### src/rtl/adcr_pkg.sv
package adcr_pkg;
    localparam int DATA_W   = 16;
    localparam int SAMPLE_W = 12;
    localparam int RESULT_W = 14;

    typedef enum logic [1:0] {
        KIND_REGRD = 2'b00,
        KIND_STAMP = 2'b01,
        KIND_CONV  = 2'b10,
        KIND_RSVD  = 2'b11
    } kind_t;

    typedef enum logic [1:0] {
        RES_12  = 2'b00,
        RES_10  = 2'b01,
        RES_8   = 2'b10,
        RES_12B = 2'b11
    } res_t;

    typedef enum logic [1:0] {
        ST_IDLE  = 2'b00,
        ST_PUSH  = 2'b01,
        ST_FAULT = 2'b10
    } rstate_t;
endpackage

### src/rtl/adcr_normalize.sv
module adcr_normalize
    import adcr_pkg::*;
(
    input  logic [1:0]          kind,
    input  logic                cal,
    input  logic [1:0]          res,
    input  logic [DATA_W-1:0]   raw,
    input  logic [RESULT_W-1:0] cal_val,
    output logic [DATA_W-1:0]   word
);
    localparam int PAD_W = DATA_W - RESULT_W;
    localparam int LSH   = RESULT_W - SAMPLE_W;

    logic [SAMPLE_W-1:0] aligned;
    logic [RESULT_W-1:0] shifted;
    logic [RESULT_W-1:0] field;

    // Move an 8/10/12-bit right-aligned sample so its MSB lands on bit 11
    always_comb begin
        unique case (res_t'(res))
            RES_10:  aligned = {raw[SAMPLE_W-3:0], 2'b00};
            RES_8:   aligned = {raw[SAMPLE_W-5:0], 4'b0000};
            default: aligned = raw[SAMPLE_W-1:0];
        endcase
    end

    assign shifted = {aligned, {LSH{1'b0}}};
    assign field   = cal ? cal_val : shifted;

    always_comb begin
        if (kind_t'(kind) == KIND_CONV) word = {{PAD_W{1'b0}}, field};
        else                            word = raw;
    end
endmodule

### src/rtl/adcr_tag_decode.sv
module adcr_tag_decode #(
    parameter int NUM_FIFOS = 6,
    parameter int TAG_W     = 4
) (
    input  logic [TAG_W-1:0]     tag,
    input  logic [NUM_FIFOS-1:0] full,
    input  logic [NUM_FIFOS-1:0] pending,
    output logic [NUM_FIFOS-1:0] sel,
    output logic                 tag_ok,
    output logic                 blocked
);
    for (genvar i = 0; i < NUM_FIFOS; i++) begin : g_sel
        assign sel[i] = (tag == TAG_W'(i));
    end

    assign tag_ok  = ({1'b0, tag} < (TAG_W+1)'(NUM_FIFOS));
    assign blocked = tag_ok && (|(sel & (full | pending)));
endmodule

### src/rtl/adc_result_router.sv
module adc_result_router
    import adcr_pkg::*;
#(
    parameter int NUM_FIFOS = 6,
    parameter int TAG_W     = 4
) (
    input  logic                 clk,
    input  logic                 rst_n,
    input  logic                 msg_valid,
    output logic                 msg_ready,
    input  logic [TAG_W-1:0]     msg_tag,
    input  logic [1:0]           msg_kind,
    input  logic                 msg_cal,
    input  logic [1:0]           msg_res,
    input  logic [DATA_W-1:0]    msg_data,
    input  logic [RESULT_W-1:0]  cal_data,
    input  logic [NUM_FIFOS-1:0] fifo_full,
    output logic [NUM_FIFOS-1:0] fifo_push,
    output logic [DATA_W-1:0]    fifo_wdata,
    output logic                 tag_err
);
    rstate_t              state_q, state_d;
    logic [NUM_FIFOS-1:0] sel;
    logic                 tag_ok;
    logic                 blocked;
    logic                 accept;
    logic [DATA_W-1:0]    norm_word;
    logic [NUM_FIFOS-1:0] push_q;
    logic [DATA_W-1:0]    wdata_q;

    adcr_tag_decode #(.NUM_FIFOS(NUM_FIFOS), .TAG_W(TAG_W)) u_dec (
        .tag     (msg_tag),
        .full    (fifo_full),
        .pending (push_q),
        .sel     (sel),
        .tag_ok  (tag_ok),
        .blocked (blocked)
    );

    adcr_normalize u_norm (
        .kind    (msg_kind),
        .cal     (msg_cal),
        .res     (msg_res),
        .raw     (msg_data),
        .cal_val (cal_data),
        .word    (norm_word)
    );

    assign msg_ready = !blocked;
    assign accept    = msg_valid && msg_ready;

    always_comb begin
        state_d = ST_IDLE;
        unique case (state_q)
            ST_IDLE, ST_PUSH, ST_FAULT: begin
                if (accept) state_d = tag_ok ? ST_PUSH : ST_FAULT;
            end
            default: state_d = ST_IDLE;
        endcase
    end

    always_ff @(posedge clk) begin
        if (!rst_n) state_q <= ST_IDLE;
        else        state_q <= state_d;
    end

    always_ff @(posedge clk) begin
        if (!rst_n) begin
            push_q  <= '0;
            wdata_q <= '0;
        end else begin
            push_q <= (accept && tag_ok) ? sel : '0;
            if (accept && tag_ok) wdata_q <= norm_word;
        end
    end

    assign fifo_push  = push_q;
    assign fifo_wdata = wdata_q;
    assign tag_err    = (state_q == ST_FAULT);
endmodule

### config.mk
export PLATFORM = sky130hd
export DESIGN_NAME = adc_result_router
export DESIGN_NICKNAME = d
export VERILOG_FILES = /design/src/rtl/adcr_pkg.sv /design/src/rtl/adcr_normalize.sv /design/src/rtl/adcr_tag_decode.sv /design/src/rtl/adc_result_router.sv
export SDC_FILE = /design/constraint.sdc
export NUM_CORES = 1
export LEC_CHECK = 0
export BUFFER_PORTS_ARGS = -buffer_cell sky130_fd_sc_hd__buf_4
export CAP_MARGIN = 20
export CORE_MARGIN = 5
export CORE_UTILIZATION = 51
export CTS_CLUSTER_DIAMETER = 150
export DETAILED_ROUTE_END_ITERATION = 12
export PLACE_DENSITY_LB_ADDON = 0.1
export SETUP_SLACK_MARGIN = 0.2
export SYNTH_ARGS = -nofsm -noshare
export SYNTH_HDL_FRONTEND = slang
export SYNTH_HIERARCHICAL = 1
export SYNTH_SLANG_ARGS = --single-unit
### constraint.sdc
create_clock -name clk -period 3.3 [get_ports clk]
set_input_delay 0.66 -clock clk [delete_from_list [all_inputs] [get_ports clk]]
set_output_delay 0.66 -clock clk [all_outputs]
set_load 0.01 [all_outputs]
; Word-level counts from Yosys, hierarchy flattened
; Index checks and enable logic that the tools add are counted.
[op_classes]
n_addsub = 0
mul = 0
div = 0
order_cmp = 1
n_eq_ne = 10
n_shift = 0
muxes = 4
n_bitwise = 2
reduce_logical = 10
[op_table]
columns = operator, count
row1 = one-hot mux 12 bit (2 select lines), 1
row2 = 2-to-1 mux 16 bit, 1
row3 = 2-to-1 mux 14 bit, 1
row4 = == test 4 x 2 -> 1 bit (second input constant), 2
row5 = == test 4 x 3 -> 1 bit (second input constant), 2
row6 = AND 6 bit, 1
row7 = == test 2 bit (second input constant), 3
row8 = OR 6 bit, 1
row9 = OR reduction 6 bit, 1
row10 = == test 2 x 1 -> 1 bit (second input constant), 2
row11 = == test 4 x 1 -> 1 bit (second input constant), 1
row12 = zero test 4 bit, 1
row13 = less-than comparator 4 x 3 -> 1 bit (second input constant), 1
row14 = logical AND 1 bit, 3
row15 = AND reduction 3 bit, 1
row16 = OR reduction 3 bit, 1
row17 = zero test 2 bit, 1
row18 = 2-to-1 mux 2 bit, 1
row19 = AND reduction 2 bit, 1
row20 = zero test 1 bit, 1
[totals]
ff_bits = 24
latch_bits = 0
ramBits = 0
mem_bits_ro = 0
in_bits = 48
output_inout_bits = 24
word_cells = 30
n_memories = 0

; Longest topological paths before layout
[logic_depth]
depth_word = 8
depth_mapped = 8
depth_no_buf = 7

; Hierarchy
; The synthesis kept the hierarchy.
[by_module_without_submodules]
columns = module, instances, cells_per_inst, area_each_um2, seq_area_each_um2
row1 = adc_result_router, 1, 91, 904.6, 480.5
row2 = adcr_normalize, 1, 88, 655.6, 0.0
row3 = adcr_tag_decode, 1, 21, 128.9, 0.0

; Worst setup path after synthesis
; No wires, ideal clock.
[synth_path]
kind = input-to-output
from = input msg_tag[0]
to = output msg_ready
arrival_ps = 1624
required_time_ps = 2640
slack_ps = 1016
cell_stages = 4
path_buffers = 1
path_cell_list = buf_6 -> or4_1 -> a41o_1 -> inv_1
[synth_via]
elab_chain_len = 5
word_cells_on_any_way = 11
classes_between = 1 x order compare / 5 x eq/ne / 1 x bitwise / 4 x reduce/logical
[synth_lines]
columns = element, line_no
row1 = "start, declared", adc_result_router.sv:11  ; input logic [TAG_W-1:0] msg_tag,
row2 = "== test 4 x 1 -> 1 bit, or another cell as far along", adcr_tag_decode.sv:13  ; assign sel[i] = (tag == TAG_W'(i));
row3 = AND 6 bit, adcr_tag_decode.sv:17  ; assign blocked = tag_ok && (|(sel & (full | pending)));
row4 = OR reduction 6 bit, adcr_tag_decode.sv:17
row5 = logical AND 1 bit (*), adcr_tag_decode.sv:17
row6 = via blocked, adc_result_router.sv:25  ; logic blocked;
row7 = zero test 1 bit (*), adc_result_router.sv:49  ; assign msg_ready = !blocked;
row8 = "end, declared", adc_result_router.sv:10  ; output logic msg_ready,
; The timed path passes the listed nets; every way through them passes the cells marked *.

; Final worst setup path
[layout_path]
from = input msg_tag[3]
to = output msg_ready
; The elaborated chain is that of the path after synthesis.

==> metrics list <==
- Worst max-slew margin expressed relative to the limit: 57.0%
- For this block, the initial DRC count from the detailed router was 69.
- The design draws 664 uW.
- Root buffer cell: clkbuf_4
- Ordered list of cells on the worst path: buf_4 > or3b_1 > a211oi_1 > a41o_1 > inv_1 > buf_4
- Setup repair after global routing left no endpoint under its margin.
- Clock-pin slew reported for the worst setup and hold paths after clock tree synthesis: 0.13 ns
- In the final layout, the share of cells above drive strength 1 is 38.5%.
- Leftover overflow at the end of global routing: 0
- Worst path max stage delay: 0.42 ns
- Top cell family by delay on the critical path: simple AND/OR/NAND/NOR gates
- The Yosys step of the flow raised 6 warnings.
- Entering global routing, the biggest net connects 35 pins.
* Simple logic cell fraction of the synthesized area: 31.4%
* Row Count: 20
- Count of clock tree sinks: 24
- For this run, the total global-route usage over all layers was measured as 18.9%.
- Dominant register cell in the synthesized netlist: dfxtp_1
- The congestion estimate from routability-driven global placement came to 0.835.
* Final antenna diode count: 0
* Number of flops mapped to enable cells by yosys: 0
- STA classifies the critical path startpoint as an input pin.
- For this run, design rule violations remaining after detail routing come to 0.
- Of all nets on the critical path, the largest fanout is 6.
- Summed over all instances, the cell type with the most area after synthesis is dfxtp_1.
- Synthesis produced a netlist with a net count of 250.
* Cell repeated most along the worst path: buf_4
* Critical path buffer and inverter count: 3
- Distinct cell type count of the synthesized netlist: 40
- The final layout contains 311 nets.
- TritonCTS built the clock tree.
* Number of setup buffers added after CTS: 0
* Async S/R FF share, synth: 0%
* Final hold vios: 0
- Power per standard cell area: 307 nW/um^2
- Of the total synthesized cell area, the portion taken by full adders, half adders and majority gates is 1.48%.
- Via density per instance: 5.15
- Area Overhead vs Synth: 28.1%
- Die Wd: 67.6 microns
- Shortest clock period the worst path allows after layout: 2.44 ns
- After synthesis, the share of cell area in mux cells is 9.48%.
* Number of placed I/O pins: 72
- Top cells by area, synth: dfxtp_1 (28%), mux2i_1 (9.5%), nand2_1 (8.4%), buf_6 (6.7%), a21oi_2 (5.2%)
* Detail Placement HPWL: 3190 microns
- Most common cell in the netlist: nand2_1
* Portion of the post-synthesis area used by sequential elements: 28.4%
- Across the run, the number of max-cap violations was 0.
* Routed wire length: 4130 microns
* Post-synthesis cell area: 1690 sq um
* Routed vias: 1565
* Path type of the worst min-delay path: flip-flop to flip-flop
* Average wire per standard cell: 13.6 microns
- Worst Hold Margin: 0.461 ns
- Clock tree synthesis inserted a total of 3 buffers.
- Initial antenna violation count: 0
* Detail Route Antenna Nets: 0
- Quantity of hold-fixing buffers added after cts: 0
* Final setup violation count: 0
- The longest clock path from root to sink contains 2 buffers.
- Main combinational cell family by area after synthesis: simple AND/OR/NAND/NOR gates
- Across the routed clock network, the largest skew measured is 0.00551 ns.
- The clock reaches the later pin of the worst-skew pair after 0.32 ns.
* Number of placed instances with taps included: 300
- Of the total synthesized cell area, the portion taken by XOR and XNOR cells is 0%.
- The die is 67.6 microns tall.
- Once the floorplan was initialized, standard cells occupied 54.4% of the core.
- The setup path with the least slack is of type input pin to primary output.
* Portion of synthesized cell area occupied by the leading cell type: 28.4%
- The commonest cells after synthesis are nand2_1 (38), dfxtp_1 (24), mux2i_1 (16), nor2_1 (16).
- Count of pins over their slew limit: 0
- Leak Pwr: 0.000979 uW
- At the pin with the least slew margin, the transition time is 0.644 ns.
- In this run, post-CTS repair resized a total of 0 instances.
- First-pass GRT wire length: 6690 microns
- The synthesized design contains 24 register bits.
- Crit end category: primary output
- STA puts the critical path data arrival time at 1.78 ns.
- CTS built an H-tree with a depth of 1.
* Total die area: 4560 sq um
* Drt pass-1 iters: 4
* Post-Route Setup TNS: 0 ns
* Endpoint required time on the critical path: 2.64 ns
* Maximum vdd ir drop: 0.191 mV
* Cells after Synth: 200
* Run status: finished, final reports clean
* Non-filler cells in the finished layout: 304
* Avg Cell Area, Syn: 8.45 sq um
- CORE AREA: 3100 sq um
- The slowest stage of the critical path belongs to the cell or3b_1.
- Cells fill 69.8% of the core in the end.
- During placement, the flow inserted port buffers numbering 71.
- Maximum operating frequency: 409 MHz
- In the finished design, the share of the clock period the worst path needs comes to 74.1%.
* Via count of the first global-routing pass: 1475
* Area fraction in compound gates after synthesis: 18.8%
## placed cells by master (no fill, tap or decap), types with 4 or more instances in the layout
master    Yosys  final
a21oi_1       8      8
a21oi_2      10     10
a221o_1       8      8
a221oi_2      4      4
and2_1        8      8
buf_4         1     72
dfxtp_1      24     24
inv_1         4      4
mux2i_1      16     16
nand2_1      38     38
nand2b_1      7      7
nand3_1       8      8
nor2_1       16     16
## layer usage
layer  global-route usage [%]  wire length, microns
met2                     31.7                  1940
met5                        0                     0
met3                     4.33                   315
met4                     4.56                    42
met1                     24.4                  1830
## power breakdown
group	internal [uW]	total (uW)	leakage, uW	switching, uW
clock	67.5	157	0.0000210	89.4
sequential	301	306	0.000195	5.43
combinational	103	201	0.000763	97.6
total	472	664	0.000979	192
## path summary, 6_finish.rpt
path                                      end  slack (ns)    startpoint  depth (start not counted)
worst max-delay path                msg_ready        0.86    msg_tag[3]                          6
worst min-delay path               state_q[1]        0.46    state_q[1]                          1
worst min register to register     state_q[1]        0.46    state_q[1]                          1
worst max register to register  fifo_wdata[3]        1.42  fifo_push[0]                          5
## through the flow
stage	worst slack, ns	cell area (sq um)
detailed placement	0.871	2130
CTS	0.870	2160
global route	0.786	2160
finish	0.855	2160
global placement	0.888	2130
floorplan	1.02	1690
## registers in the layout (all words and copies together), names as in the netlist
register / flops
fifo_wdata: 16
fifo_push: 6
state_q: 2
## logic make-up (layout without fill, tap and decap cells)
kind of cell / Yosys count / after routing
DFF: 24 / 24
muxes: 16 / 16
AOI/OAI and AO/OA: 38 / 38
buffers and inverters: 21 / 81
adders and majority gates: 2 / 2
and+or+nand+nor: 99 / 99
## layout make-up
class	instances	area [sq um]
multi-input cells	155	1030
well taps	44	55.1
inverters	5	18.8
repair buffers	72	541
fillers	282	938
clock buffers	4	36.3
flip-flops and latches	24	480
(Power assumes the default switching activity.)
